==> src/rtl/vpc_pkg.sv <==
package vpc_pkg;
  localparam int VPC_DATA_W  = 8;
  localparam int VPC_LO_W    = 14;
  localparam int VPC_PAGE_W  = 3;
  localparam int VPC_RNUM_W  = 6;
  localparam int VPC_PAGE_RN = 14;

  typedef struct packed {
    logic                  load;      // address pair completed
    logic                  prefetch;  // address pair with read direction
    logic                  reg_wr;    // register pair completed
    logic [VPC_RNUM_W-1:0] reg_num;
    logic [VPC_DATA_W-1:0] reg_data;
    logic [VPC_LO_W-1:0]   addr;
  } vpc_cmd_t;
endpackage

==> src/rtl/vpc_ctl_decode.sv <==
module vpc_ctl_decode
  import vpc_pkg::*;
#(
  parameter int DATA_W = VPC_DATA_W,
  parameter int LO_W   = VPC_LO_W
) (
  input  logic              clk,
  input  logic              rst,
  input  logic              ctl_wr,
  input  logic [DATA_W-1:0] ctl_byte,
  output vpc_cmd_t          cmd
);
  localparam int HI_W    = LO_W - DATA_W;
  localparam int DIR_BIT = DATA_W - 2;
  localparam int REG_BIT = DATA_W - 1;

  logic              second_q;
  logic [DATA_W-1:0] first_q;

  always_ff @(posedge clk) begin
    if (rst) begin
      second_q <= 1'b0;
      first_q  <= '0;
    end else if (ctl_wr) begin
      if (!second_q) begin
        first_q  <= ctl_byte;
        second_q <= 1'b1;
      end else begin
        second_q <= 1'b0;
      end
    end
  end

  logic take;
  logic is_reg;
  assign take   = ctl_wr && second_q;
  assign is_reg = ctl_byte[REG_BIT];

  always_comb begin
    cmd          = '0;
    cmd.load     = take && !is_reg;
    cmd.prefetch = take && !is_reg && !ctl_byte[DIR_BIT];
    cmd.reg_wr   = take && is_reg;
    cmd.reg_num  = ctl_byte[VPC_RNUM_W-1:0];
    cmd.reg_data = first_q;
    cmd.addr     = {ctl_byte[HI_W-1:0], first_q};
  end


  pair_close_chk: assert property (@(posedge clk) disable iff (rst)
    (ctl_wr && second_q) |=> !second_q);


  pair_open_chk: assert property (@(posedge clk) disable iff (rst)
    (ctl_wr && !second_q) |=> (second_q && first_q == $past(ctl_byte)));
endmodule

==> src/rtl/vpc_addr_gen.sv <==
module vpc_addr_gen
  import vpc_pkg::*;
#(
  parameter int LO_W = VPC_LO_W,
  parameter int PG_W = VPC_PAGE_W
) (
  input  logic                 clk,
  input  logic                 rst,
  input  logic                 legacy,
  input  logic                 load,
  input  logic [LO_W-1:0]      load_addr,
  input  logic                 adv,
  input  logic                 page_wr,
  input  logic [PG_W-1:0]      page_val,
  output logic [LO_W+PG_W-1:0] acc_addr
);
  logic [LO_W-1:0] cnt_q;
  logic [PG_W-1:0] page_q;
  logic [LO_W-1:0] base;
  logic            wrap;

  assign base     = load ? load_addr : cnt_q;
  assign wrap     = &base;
  assign acc_addr = {page_q, base};

  always_ff @(posedge clk) begin
    if (rst) begin
      cnt_q  <= '0;
      page_q <= '0;
    end else begin
      if (page_wr)
        page_q <= page_val;
      else if (adv && wrap && !legacy)
        page_q <= page_q + 1'b1;
      if (adv)
        cnt_q <= base + 1'b1;
      else if (load)
        cnt_q <= load_addr;
    end
  end


  cnt_step_chk: assert property (@(posedge clk) disable iff (rst)
    (adv && !wrap) |=> (cnt_q == $past(base) + 1'b1));


  page_carry_chk: assert property (@(posedge clk) disable iff (rst)
    (adv && wrap && !legacy && !page_wr) |=> (page_q == PG_W'($past(page_q) + 1'b1) && cnt_q == '0));


  legacy_wrap_chk: assert property (@(posedge clk) disable iff (rst)
    (adv && wrap && legacy && !page_wr) |=> ($stable(page_q) && cnt_q == '0));


  load_keeps_page_chk: assert property (@(posedge clk) disable iff (rst)
    (load && !adv && !page_wr) |=> $stable(page_q));
endmodule

==> src/rtl/vpc_mem_port.sv <==
module vpc_mem_port
  import vpc_pkg::*;
#(
  parameter int DATA_W = VPC_DATA_W,
  parameter int ADDR_W = VPC_LO_W + VPC_PAGE_W
) (
  input  logic              clk,
  input  logic              rst,
  input  logic              acc_go,
  input  logic              acc_we,
  input  logic [ADDR_W-1:0] acc_addr,
  input  logic [DATA_W-1:0] acc_wdata,
  input  logic              cpu_rd_go,
  input  logic [DATA_W-1:0] mem_rdata,
  output logic              mem_req,
  output logic              mem_we,
  output logic [ADDR_W-1:0] mem_addr,
  output logic [DATA_W-1:0] mem_wdata,
  output logic [DATA_W-1:0] cpu_rdata
);
  logic              rd_wait;
  logic [DATA_W-1:0] latch_q;

  always_ff @(posedge clk) begin
    if (rst) begin
      mem_req   <= 1'b0;
      mem_we    <= 1'b0;
      mem_addr  <= '0;
      mem_wdata <= '0;
      rd_wait   <= 1'b0;
      latch_q   <= '0;
      cpu_rdata <= '0;
    end else begin
      mem_req <= acc_go;
      if (acc_go) begin
        mem_we   <= acc_we;
        mem_addr <= acc_addr;
        if (acc_we)
          mem_wdata <= acc_wdata;
      end
      rd_wait <= mem_req && !mem_we;
      if (rd_wait)
        latch_q <= mem_rdata;
      if (cpu_rd_go)
        cpu_rdata <= rd_wait ? mem_rdata : latch_q;
    end
  end


  write_issue_chk: assert property (@(posedge clk) disable iff (rst)
    (acc_go && acc_we) |=> (mem_req && mem_we && mem_wdata == $past(acc_wdata)));


  read_return_chk: assert property (@(posedge clk) disable iff (rst)
    (cpu_rd_go && !rd_wait) |=> (cpu_rdata == $past(latch_q)));


  read_issue_chk: assert property (@(posedge clk) disable iff (rst)
    (acc_go && !acc_we) |=> (mem_req && !mem_we && mem_addr == $past(acc_addr)));
endmodule

==> src/rtl/vram_port_ctrl.sv <==
module vram_port_ctrl
  import vpc_pkg::*;
(
  input  logic                          clk,
  input  logic                          rst,
  input  logic                          legacy_mode,
  input  logic                          cpu_wr,
  input  logic                          cpu_rd,
  input  logic                          cpu_sel,
  input  logic [VPC_DATA_W-1:0]         cpu_wdata,
  output logic [VPC_DATA_W-1:0]         cpu_rdata,
  output logic                          mem_req,
  output logic                          mem_we,
  output logic [VPC_LO_W+VPC_PAGE_W-1:0] mem_addr,
  output logic [VPC_DATA_W-1:0]         mem_wdata,
  input  logic [VPC_DATA_W-1:0]         mem_rdata,
  output logic                          reg_wr_en,
  output logic [VPC_RNUM_W-1:0]         reg_wr_num,
  output logic [VPC_DATA_W-1:0]         reg_wr_data
);
  localparam int ADDR_W = VPC_LO_W + VPC_PAGE_W;
  localparam logic [VPC_RNUM_W-1:0] PAGE_RN = VPC_RNUM_W'(VPC_PAGE_RN);

  logic              ctl_wr, data_wr, data_rd;
  logic              acc_go, page_wr, other_reg;
  logic [ADDR_W-1:0] acc_addr;
  vpc_cmd_t          cmd;

  assign ctl_wr  = cpu_wr && cpu_sel;
  assign data_wr = cpu_wr && !cpu_sel;
  assign data_rd = cpu_rd && !cpu_wr && !cpu_sel;

  vpc_ctl_decode #(.DATA_W(VPC_DATA_W), .LO_W(VPC_LO_W)) u_decode (
    .clk      (clk),
    .rst      (rst),
    .ctl_wr   (ctl_wr),
    .ctl_byte (cpu_wdata),
    .cmd      (cmd)
  );

  assign page_wr   = cmd.reg_wr && (cmd.reg_num == PAGE_RN);
  assign other_reg = cmd.reg_wr && (cmd.reg_num != PAGE_RN);
  assign acc_go    = data_wr || data_rd || cmd.prefetch;

  vpc_addr_gen #(.LO_W(VPC_LO_W), .PG_W(VPC_PAGE_W)) u_addr (
    .clk       (clk),
    .rst       (rst),
    .legacy    (legacy_mode),
    .load      (cmd.load),
    .load_addr (cmd.addr),
    .adv       (acc_go),
    .page_wr   (page_wr),
    .page_val  (cmd.reg_data[VPC_PAGE_W-1:0]),
    .acc_addr  (acc_addr)
  );

  vpc_mem_port #(.DATA_W(VPC_DATA_W), .ADDR_W(ADDR_W)) u_mem (
    .clk       (clk),
    .rst       (rst),
    .acc_go    (acc_go),
    .acc_we    (data_wr),
    .acc_addr  (acc_addr),
    .acc_wdata (cpu_wdata),
    .cpu_rd_go (data_rd),
    .mem_rdata (mem_rdata),
    .mem_req   (mem_req),
    .mem_we    (mem_we),
    .mem_addr  (mem_addr),
    .mem_wdata (mem_wdata),
    .cpu_rdata (cpu_rdata)
  );

  always_ff @(posedge clk) begin
    if (rst) begin
      reg_wr_en   <= 1'b0;
      reg_wr_num  <= '0;
      reg_wr_data <= '0;
    end else begin
      reg_wr_en <= other_reg;
      if (other_reg) begin
        reg_wr_num  <= cmd.reg_num;
        reg_wr_data <= cmd.reg_data;
      end
    end
  end


  reg_no_mem_chk: assert property (@(posedge clk) disable iff (rst)
    reg_wr_en |-> !mem_req);


  page_not_exported_chk: assert property (@(posedge clk) disable iff (rst)
    reg_wr_en |-> (reg_wr_num != PAGE_RN));
endmodule

==> config.mk <==
export PLATFORM = sky130hd
export DESIGN_NAME = vram_port_ctrl
export DESIGN_NICKNAME = d
export VERILOG_FILES = /design/src/rtl/vpc_pkg.sv /design/src/rtl/vpc_ctl_decode.sv /design/src/rtl/vpc_addr_gen.sv /design/src/rtl/vpc_mem_port.sv /design/src/rtl/vram_port_ctrl.sv
export SDC_FILE = /design/constraint.sdc
export NUM_CORES = 1
export LEC_CHECK = 0
export BUFFER_PORTS_ARGS = -buffer_cell sky130_fd_sc_hd__buf_2
export CAP_MARGIN = 10
export CORE_ASPECT_RATIO = 0.9
export CORE_MARGIN = 1
export CORE_UTILIZATION = 54
export CTS_CLUSTER_DIAMETER = 120
export DETAILED_ROUTE_END_ITERATION = 6
export PLACE_DENSITY = 0.84
export SYNTH_ARGS = -nofsm -noshare
export SYNTH_HDL_FRONTEND = slang
export SYNTH_SLANG_ARGS = --single-unit
==> constraint.sdc <==
create_clock -name clk -period 2.1 [get_ports clk]
set_input_delay 0.105 -clock clk [delete_from_list [all_inputs] [get_ports clk]]
set_output_delay 0.105 -clock clk [all_outputs]
set_load 0.01 [all_outputs]
**Word-level counts from Yosys, hierarchy flattened**

Cells that the tools add are included.

- Input port bits: 22
- Flip-flop bits (word level): 85
- Output and inout bits: 50

- Reductions and logical operators: 25
- Multiplexer cells: 6
- Bitwise logic cells: 1
- Equality and inequality tests: 2
- Add/subtract/negate cells: 2

Operators with widths:

| kind | number |
|---|---|
| 14-bit 2-to-1 mux | 2 |
| 14-bit by 1-bit adder with 14-bit output, second input constant | 1 |
| 14-bit AND reduction | 1 |
| 1-bit logical AND | 13 |
| 8-bit 2-to-1 mux | 1 |
| 6-bit by 4-bit == test with 1-bit output, second input constant | 1 |
| 1-bit zero test | 6 |
| 3-bit 2-to-1 mux | 2 |
| 6-bit by 4-bit inequality test with 1-bit output, second input constant | 1 |
| 2-bit AND reduction | 2 |
| 3-bit by 1-bit adder with 3-bit output, second input constant | 1 |
| 1-bit logical OR | 2 |
| 2-bit nonzero test | 1 |
| 1-bit 2-to-1 mux | 1 |
| 1-bit NOT | 1 |

**Longest topological paths before layout**

Gate-level depths: netlist of the first run.

- Depth in word-level cells: 9
- Depth in mapped cells: 8
- Depth with buffers taken out: 5

**Cells and area by module**

Synthesis of the first run repeated with hierarchy kept, for this count alone.

- Cells, all modules: 411
- Area, all modules: 4005.1 um^2

Modules (own cells, without submodules):

| module | times used | area an instance (um^2) | cells each |
|---|---|---|---|
| vpc_mem_port | 1 | 1626.6 | 152 |
| vpc_addr_gen | 1 | 1162.4 | 128 |
| vram_port_ctrl | 1 | 643.1 | 68 |
| vpc_ctl_decode | 1 | 573.0 | 63 |

**Least setup slack after synthesis of the first run**

OpenSTA, ideal clock, no wires.

- Kind: reg2reg
- Start: register u_decode.second_q
- End: register u_addr.cnt_q[12]
- Buffers on the path: 1
- Path slack: 0.281 ns
- Library setup time: 0.123 ns
- Stages on the path, launching flop included: 7
- Data arrival time: 1.695 ns
- Period minus slack after synthesis: 1.819 ns
- Cells stage by stage: dfxtp_1 > and4b_4 > buf_6 > nor3_2 > o211ai_4 > nor4_2 > mux2_1

- Longest elaborated chain between the ends: 5
- Elaborated cells between the ends (all ways): 7

RTL lines:

| element | RTL line | RTL |
|---|---|---|
| start, declared | vpc_ctl_decode.sv:17 | `logic second_q;` |
| start signal, assigned | vpc_ctl_decode.sv:22 | `second_q <= 1'b0;` |
| start signal, assigned | vpc_ctl_decode.sv:27 | `second_q <= 1'b1;` |
| start signal, assigned | vpc_ctl_decode.sv:29 | `second_q <= 1'b0;` |
| 1-bit logical AND (*) | vpc_ctl_decode.sv:36 | `assign take = ctl_wr && second_q;` |
| 1-bit logical AND (*) | vpc_ctl_decode.sv:41, vpc_ctl_decode.sv:42 |  |
| 14-bit 2-to-1 mux / 1-bit logical AND (equally long branches) | -- |  |
| 14-bit by 1-bit adder with 14-bit output / 1-bit logical OR (equally long branches) | vpc_addr_gen.sv:36, vram_port_ctrl.sv:43 |  |
| 14-bit 2-to-1 mux (*) | vpc_addr_gen.sv:35 | `if (adv)` |
| end signal, assigned | vpc_addr_gen.sv:36 | `cnt_q <= base + 1'b1;` |
| end signal, assigned | vpc_addr_gen.sv:38 | `cnt_q <= load_addr;` |
| end, declared | vpc_addr_gen.sv:17 | `logic [LO_W-1:0] cnt_q;` |

Mark *: on every way between the ends. The rest lies on a longest branch, timed or not.
A chain may end at the register's enable or synchronous reset.

**Worst setup path in the final report of the first run**

Ends and elaborated chain as after synthesis.

==> results.sh, run 1 <==
export IMPL_timing_setup_tns_ns=0
export IMPL_port_buffers=71
export IMPL_area_growth_synth_to_final_pct=21.3
export IMPL_synthCells=383
export IMPL_clk_latency_ns=0.36
export IMPL_cellPowerDensity_nw_per_um2=747
export IMPL_syn_area_um2=3530
export IMPL_max_cap_violations=0
export IMPL_rows=27
export IMPL_slew_viol_final=0
export IMPL_root_buffer="clkbuf_8"
export IMPL_cts_htree_levels=3
export IMPL_die_area_um2=6870
export IMPL_mappedNetlistNets=406
export IMPL_grt_ovfl_total=0
export IMPL_setup_violations_final=0
export IMPL_post_route_drc_count=0
export IMPL_pre_cts_ws_ns=0.0655
export IMPL_synthFlopType="dfxtp_1"
export IMPL_tightest_slew_ns=1.13
export IMPL_path_buf_inv=0
export IMPL_core_um2=6220
export IMPL_clk_pin_slew_worst_paths_ns=0.09
export IMPL_drtAntennaViolNets=0
export IMPL_ios=72
export IMPL_max_freq_mhz=506
export IMPL_ir_drop_mv=0.467
export IMPL_status="completed"
export IMPL_cts_buffers=9
export IMPL_async_reset_ff_frac=0
export IMPL_clock_sinks=85
export IMPL_initialDrtViolationCount=151
export IMPL_path_cells="and4b_4, and4_1, o211ai_4, nor4_2, mux2_1"
export IMPL_worst_clock_skew_ns=0.00986
export IMPL_grt_pass1_vias=2939
export IMPL_synth_avg_cell_area_um2=9.23
export IMPL_p_leak_uw=0.00187
export IMPL_layout_setup_ws_ns=0.123
export IMPL_critical_path_class="flop to flop"
export IMPL_multi_input_area_um2=1710
export IMPL_regArea_um2=1700
export IMPL_gp_congestion=0.908
export IMPL_layout_drive_gt1_share=0.251
export IMPL_synth_seq_cells=85
export IMPL_via_count=3129
export IMPL_dp_hpwl_um=6190
export IMPL_start_util=0.569
export IMPL_die_y_um=78.8
export IMPL_antennaDiodeCount=0
export IMPL_worst_path_largest_cell_delay_ns=0.40
export IMPL_drt_wl_total_um=8540
export IMPL_worst_setup_path_start_kind="flop"
export IMPL_grt_pass1_wl_um=14300
export IMPL_synthTopCellsByArea="dfxtp_1 48%, mux2i_1 11%, nor2_1 7.5%"
export IMPL_grtUsageTotal=0.271
export IMPL_grt_max_degree=35
export IMPL_period_share=0.941
export IMPL_firstDrtPassIters=4
export IMPL_arrival_ns=2.23
export IMPL_worstPathRequired_ns=2.35
export IMPL_wire_per_inst_um=15.3
export IMPL_critPathSlowestCell="dfxtp_2"
export IMPL_synth_area_leader_cell="dfxtp_1"
export IMPL_end_kind="flop"
export IMPL_hold_path_class="input pin to flop"
export IMPL_synth_top_area_frac=0.481
export IMPL_chipWidth_um=87.3
export IMPL_final_nets=488
export IMPL_fillers=532
export IMPL_relSlewSlack=0.242
export IMPL_synth_edf_count=0
export IMPL_viasPerCell=5.62
export IMPL_yosysUniqueCellTypes=49
export IMPL_grt_setup_unrepaired="false"
export IMPL_yosysSeqAreaShare=0.481
export IMPL_synth_most_common_cell="dfxtp_1"
export IMPL_finalHoldViolations=0
export IMPL_finalCriticalPeriod_ns=1.98
export IMPL_cts_tree="built"
export IMPL_max_clock_path_buffers=2
export IMPL_path_delay_family="simple AND/OR/NAND/NOR gates"
export IMPL_yosysWarningCount=0
export IMPL_crit_fanout=13
export IMPL_antenna_found_initial=0
export IMPL_synthTopCellsByCount="85 x dfxtp_1, 71 x nor2_1, 40 x mux2i_1, 36 x nand2_1, 23 x a211oi_1"
-- layout make-up --
cell class | instances | share of cell area
Tap cell | 87 | 0.0254
Clock inverter | 7 | 0.0187
Timing Repair Buffer | 97 | 0.131
Inverter | 2 | 0.00175
Sequential cell | 85 | 0.397
Multi-Input combinational cell | 270 | 0.398
Clock buffer | 9 | 0.0289
-- metal layers --
metal	GRT usage	share of wire	vias up
li1	-	-	1523
met2	0.429	0.46	120
met5	0	0	-
met1	0.357	0.45	1469
met4	0.0836	0.017	0
met3	0.0780	0.071	17
-- power breakdown --
group	internal [µW]	total, µW	switching [µW]
combinational	125	312	187
sequential	1670	1700	32.8
clock	568	1190	624
-- layout by cell type, fill, tap and decap left out, drive strengths merged, types with 3 or more instances in the layout --
| cell | instances |
|---|---|
| a311oi | 3 |
| o21ai | 4 |
| inv | 6 |
| nor3 | 11 |
| nand2 | 36 |
| nor2 | 71 |
| nand4b | 3 |
| and4 | 3 |
| nand3 | 8 |
| clkbuf | 9 |
| mux2i | 40 |
| and3 | 4 |
| xnor2 | 9 |
| a21oi | 18 |
| buf | 93 |
| dfxtp | 85 |
| a211oi | 23 |
| dlygate4sd3 | 4 |
| nand4 | 5 |
| o21a | 3 |
-- final timing paths --
check	depth (start not counted)	start	end	slack [ns]
hold / removal	3	mem_rdata[0]	u_mem.latch_q[0]	0.009
hold reg to reg	1	u_mem.mem_we	u_mem.rd_wait	0.45
setup reg to reg	5	u_decode.second_q	u_addr.cnt_q[12]	0.12
setup / recovery	5	u_decode.second_q	u_addr.cnt_q[12]	0.12
-- tightest hold or removal path, delay by kind of cell --
family / cells / cell delay (ns)
mux: 1 / 0.08
simple gates: 1 / 0.08
buf+inv: 1 / 0.08
-- registers in the layout (all words and copies together), names as in the netlist --
signal,flops
reg_wr_data,8
reg_wr_en,1
u_addr.cnt_q,14
u_mem.mem_wdata,8
u_mem.mem_req,1
reg_wr_num,6
u_mem.mem_addr,17
u_mem.cpu_rdata,8
u_mem.rd_wait,1
u_mem.mem_we,1
u_decode.first_q,8
u_addr.page_q,3
u_mem.latch_q,8
u_decode.second_q,1
-- cell families (layout without fill, tap and decap cells) --
logic type | Yosys count | in the layout | synth area share
AND/OR/NAND/NOR | 155 | 155 | 0.207
flip-flops | 85 | 85 | 0.481
AO/OA/AOI/OAI | 62 | 62 | 0.126
multiplexers | 42 | 42 | 0.120
buffers and inverters | 28 | 115 | 0.0375
XOR/XNOR | 10 | 10 | 0.0248
adder cells (fa/ha/maj) | 1 | 1 | 0.00354
-- timing repair --
item | CTS | global route
buffers inserted | 0 | 0
hold endpoints to repair | 4 | 0
setup endpoints to repair | 0 | 4
resized for setup | 0 | 1
hold buffers | 4 | 0
-- stage by stage --
stage / instances / power (µW) / hold WS, ns / area (µm²) / util
floorplan: 383 / 1920 / 0.241 / 3530 / -
global placement: 537 / 2030 / 0.363 / 4040 / 0.651
detailed placement: 537 / 2040 / 0.374 / 4040 / 0.651
CTS: 557 / 3220 / 0.00210 / 4290 / 0.690
global route: 557 / 3330 / 0.0230 / 4290 / 0.690
finish: 557 / 3200 / 0.00893 / 4290 / 0.690
(Power assumes the default switching activity.)
==> run 2: changes to the inputs <==
--- a/config.mk
+++ b/config.mk
@@ -5,14 +5,14 @@
 export SDC_FILE = /design/constraint.sdc
 export NUM_CORES = 1
 export LEC_CHECK = 0
-export BUFFER_PORTS_ARGS = -buffer_cell sky130_fd_sc_hd__buf_2
 export CAP_MARGIN = 10
 export CORE_ASPECT_RATIO = 0.9
 export CORE_MARGIN = 1
-export CORE_UTILIZATION = 54
+export CORE_UTILIZATION = 62
 export CTS_CLUSTER_DIAMETER = 120
 export DETAILED_ROUTE_END_ITERATION = 6
-export PLACE_DENSITY = 0.84
+export DONT_BUFFER_PORTS = 1
+export PLACE_DENSITY = 0.83
 export SYNTH_ARGS = -nofsm -noshare
 export SYNTH_HDL_FRONTEND = slang
 export SYNTH_SLANG_ARGS = --single-unit
==> run 2 against run 1 <==
- critical path depth rose by 1
- via count shrank 6.2%
- sequential share of layout area up 2.5 points
- sequential power about the same
- critical endpoint is now u_addr.page_q[0]
- largest cell class unchanged
- highest routed layer unchanged
==> results.sh, run 2 (same netlist as run 1, synthesis figures left out) <==
export IMPL_cts_buffers=9
export IMPL_finalCriticalPeriod_ns=2.00
export IMPL_grt_pass1_vias=2805
export IMPL_hold_path_endpoint="reg_wr_num[0]"
export IMPL_tightest_slew_ns=0.706
export IMPL_die_y_um=73.6
export IMPL_reg2reg_depth=6
export IMPL_start_util=0.657
export IMPL_final_common_cell="dfxtp_1"
export IMPL_reg2reg_from="u_decode.second_q"
export IMPL_relSlewSlack=0.529
export IMPL_hold_start="cpu_wdata[7]"
export IMPL_finalNonFillerCells=478
export IMPL_clk_pin_slew_worst_paths_ns=0.09
export IMPL_top_register="u_mem.mem_addr"
export IMPL_initialDrtViolationCount=370
export IMPL_worstPathRequired_ns=2.37
export IMPL_stdcell_area_um2=4040
export IMPL_slew_viol_final=0
export IMPL_p_leak_uw=0.00156
export IMPL_drt_wl_total_um=8450
export IMPL_worst_setup_path_start_kind="flop"
export IMPL_end_kind="flop"
export IMPL_hold_path_depth=4
export IMPL_drtAntennaViolNets=0
export IMPL_timing_setup_tns_ns=0
export IMPL_ios=72
export IMPL_firstDrtPassIters=5
export IMPL_final_nets=429
export IMPL_post_route_drc_count=0
export IMPL_max_cap_violations=0
export IMPL_final_cell_mix="84 x dfxtp_1, 71 x nor2_1, 40 x mux2i_1, 36 x nand2_1, 23 x a211oi_1"
export IMPL_clk_latency_ns=0.36
export IMPL_rrSetupSlack_ns=0.1
export IMPL_die_area_um2=6010
export IMPL_post_route_util=0.750
export IMPL_reg2reg_to="u_addr.page_q[0]"
export IMPL_grt_pass1_wl_um=13500
export IMPL_grtUsageTotal=0.303
export IMPL_max_clock_path_buffers=2
export IMPL_pre_cts_ws_ns=0.0818
export IMPL_postPlaceCellArea_um2=3630
export IMPL_cts_setup_buffers=0
export IMPL_dp_cells=442
export IMPL_period_share=0.953
export IMPL_critical_path_class="flop to flop"
export IMPL_cts_tree="built"
export IMPL_finalHoldViolations=0
export IMPL_fillers=371
export IMPL_clock_sinks=85
export IMPL_layout_setup_ws_ns=0.0987
export IMPL_grt_ovfl_total=0
export IMPL_area_growth_synth_to_final_pct=14.2
export IMPL_dp_hpwl_um=5450
export IMPL_port_buffers=0
export IMPL_largestRegisters="u_mem.mem_addr x17, u_addr.cnt_q x14"
export IMPL_cts_htree_levels=3
export IMPL_via_count=2934
export IMPL_arrival_ns=2.27
export IMPL_grt_max_degree=88
export IMPL_max_freq_mhz=500
export IMPL_wire_per_inst_um=17.7
export IMPL_setup_violations_final=0
export IMPL_antenna_found_initial=0
export IMPL_worst_clock_skew_ns=0.00885
export IMPL_core_um2=5380
export IMPL_ir_drop_mv=0.851
export IMPL_viasPerCell=6.14
export IMPL_crit_fanout=8
export IMPL_rows=25
export IMPL_hold_path_class="input pin to flop"
export IMPL_grt_setup_unrepaired="false"
export IMPL_chipWidth_um=81.6
export IMPL_antennaDiodeCount=0
export IMPL_status="completed"
export IMPL_largest_reg_flops=17
export IMPL_gp_congestion=0.914
export IMPL_layout_drive_gt1_share=0.105
export IMPL_root_buffer="clkbuf_8"
export IMPL_cellPowerDensity_nw_per_um2=753
==> run 2: per-layer routing <==
| metal | global-route usage | vias up | share of wire |
|---|---|---|---|
| met4 | 0.119 | 0 | 0.030 |
| met5 | 0 | - | 0 |
| met2 | 0.491 | 133 | 0.47 |
| met1 | 0.380 | 1370 | 0.43 |
| met3 | 0.0894 | 33 | 0.074 |
| li1 | - | 1398 | - |
==> run 2: report_power, final <==
part	internal (µW)	leakage [µW]	switching (µW)
logic	107	0.000778	137
clock network	477	0.0000909	592
registers	1670	0.000692	57.2
==> run 2: layout make-up <==
cell class	instances	area, µm²	area share
timing repair buffer	38	353	0.0874
clock inverter	5	42.5	0.0105
multi-input combinational	270	1710	0.423
tap	67	83.8	0.0208
clock buffer	11	141	0.0350
sequential	85	1700	0.422
inverter	2	7.51	0.00186
==> run 2: worst max-delay path by stage <==
stage                       from               end  slack [ns]  depth (start not counted)
6_report       u_decode.second_q  u_addr.page_q[0]         0.1                          6
5_1_grt        u_decode.second_q  u_addr.page_q[0]       0.009                          6
4_1_cts        u_decode.second_q  u_addr.page_q[0]        0.05                          6
3_5_place_dp   u_decode.second_q  u_addr.page_q[0]        0.08                          6
3_3_place_gp   u_decode.second_q  u_addr.cnt_q[12]        0.16                          5
2_1_floorplan  u_decode.second_q  u_addr.cnt_q[12]        0.28                          6
==> run 2: critical path: stages, from the launching register on <==
cell and delay, ns:
dfxtp_2 0.41, nand4b_2 0.16, buf_4 0.22, mux2i_1 0.24
o2111ai_1 0.19, or4_1 0.45, a311oi_1 0.25
==> run 2: repair_timing <==
item / 4_1_cts / 5_1_grt
resized for setup: 0 / 1
setup endpoints to repair: 0 / 4
hold buffers: 20 / 0
hold endpoints to repair: 85 / 0
==> run 2: through the flow <==
| stage | power [µW] | hold slack (ns) |
|---|---|---|
| final | 3040 | 0.0335 |
| after global routing | 3150 | 0.0566 |
| after CTS | 3050 | 0.0341 |
| after detailed placement | 1940 | 0.185 |
| after global placement | 1930 | 0.183 |
| after floorplan | 1920 | 0.241 |
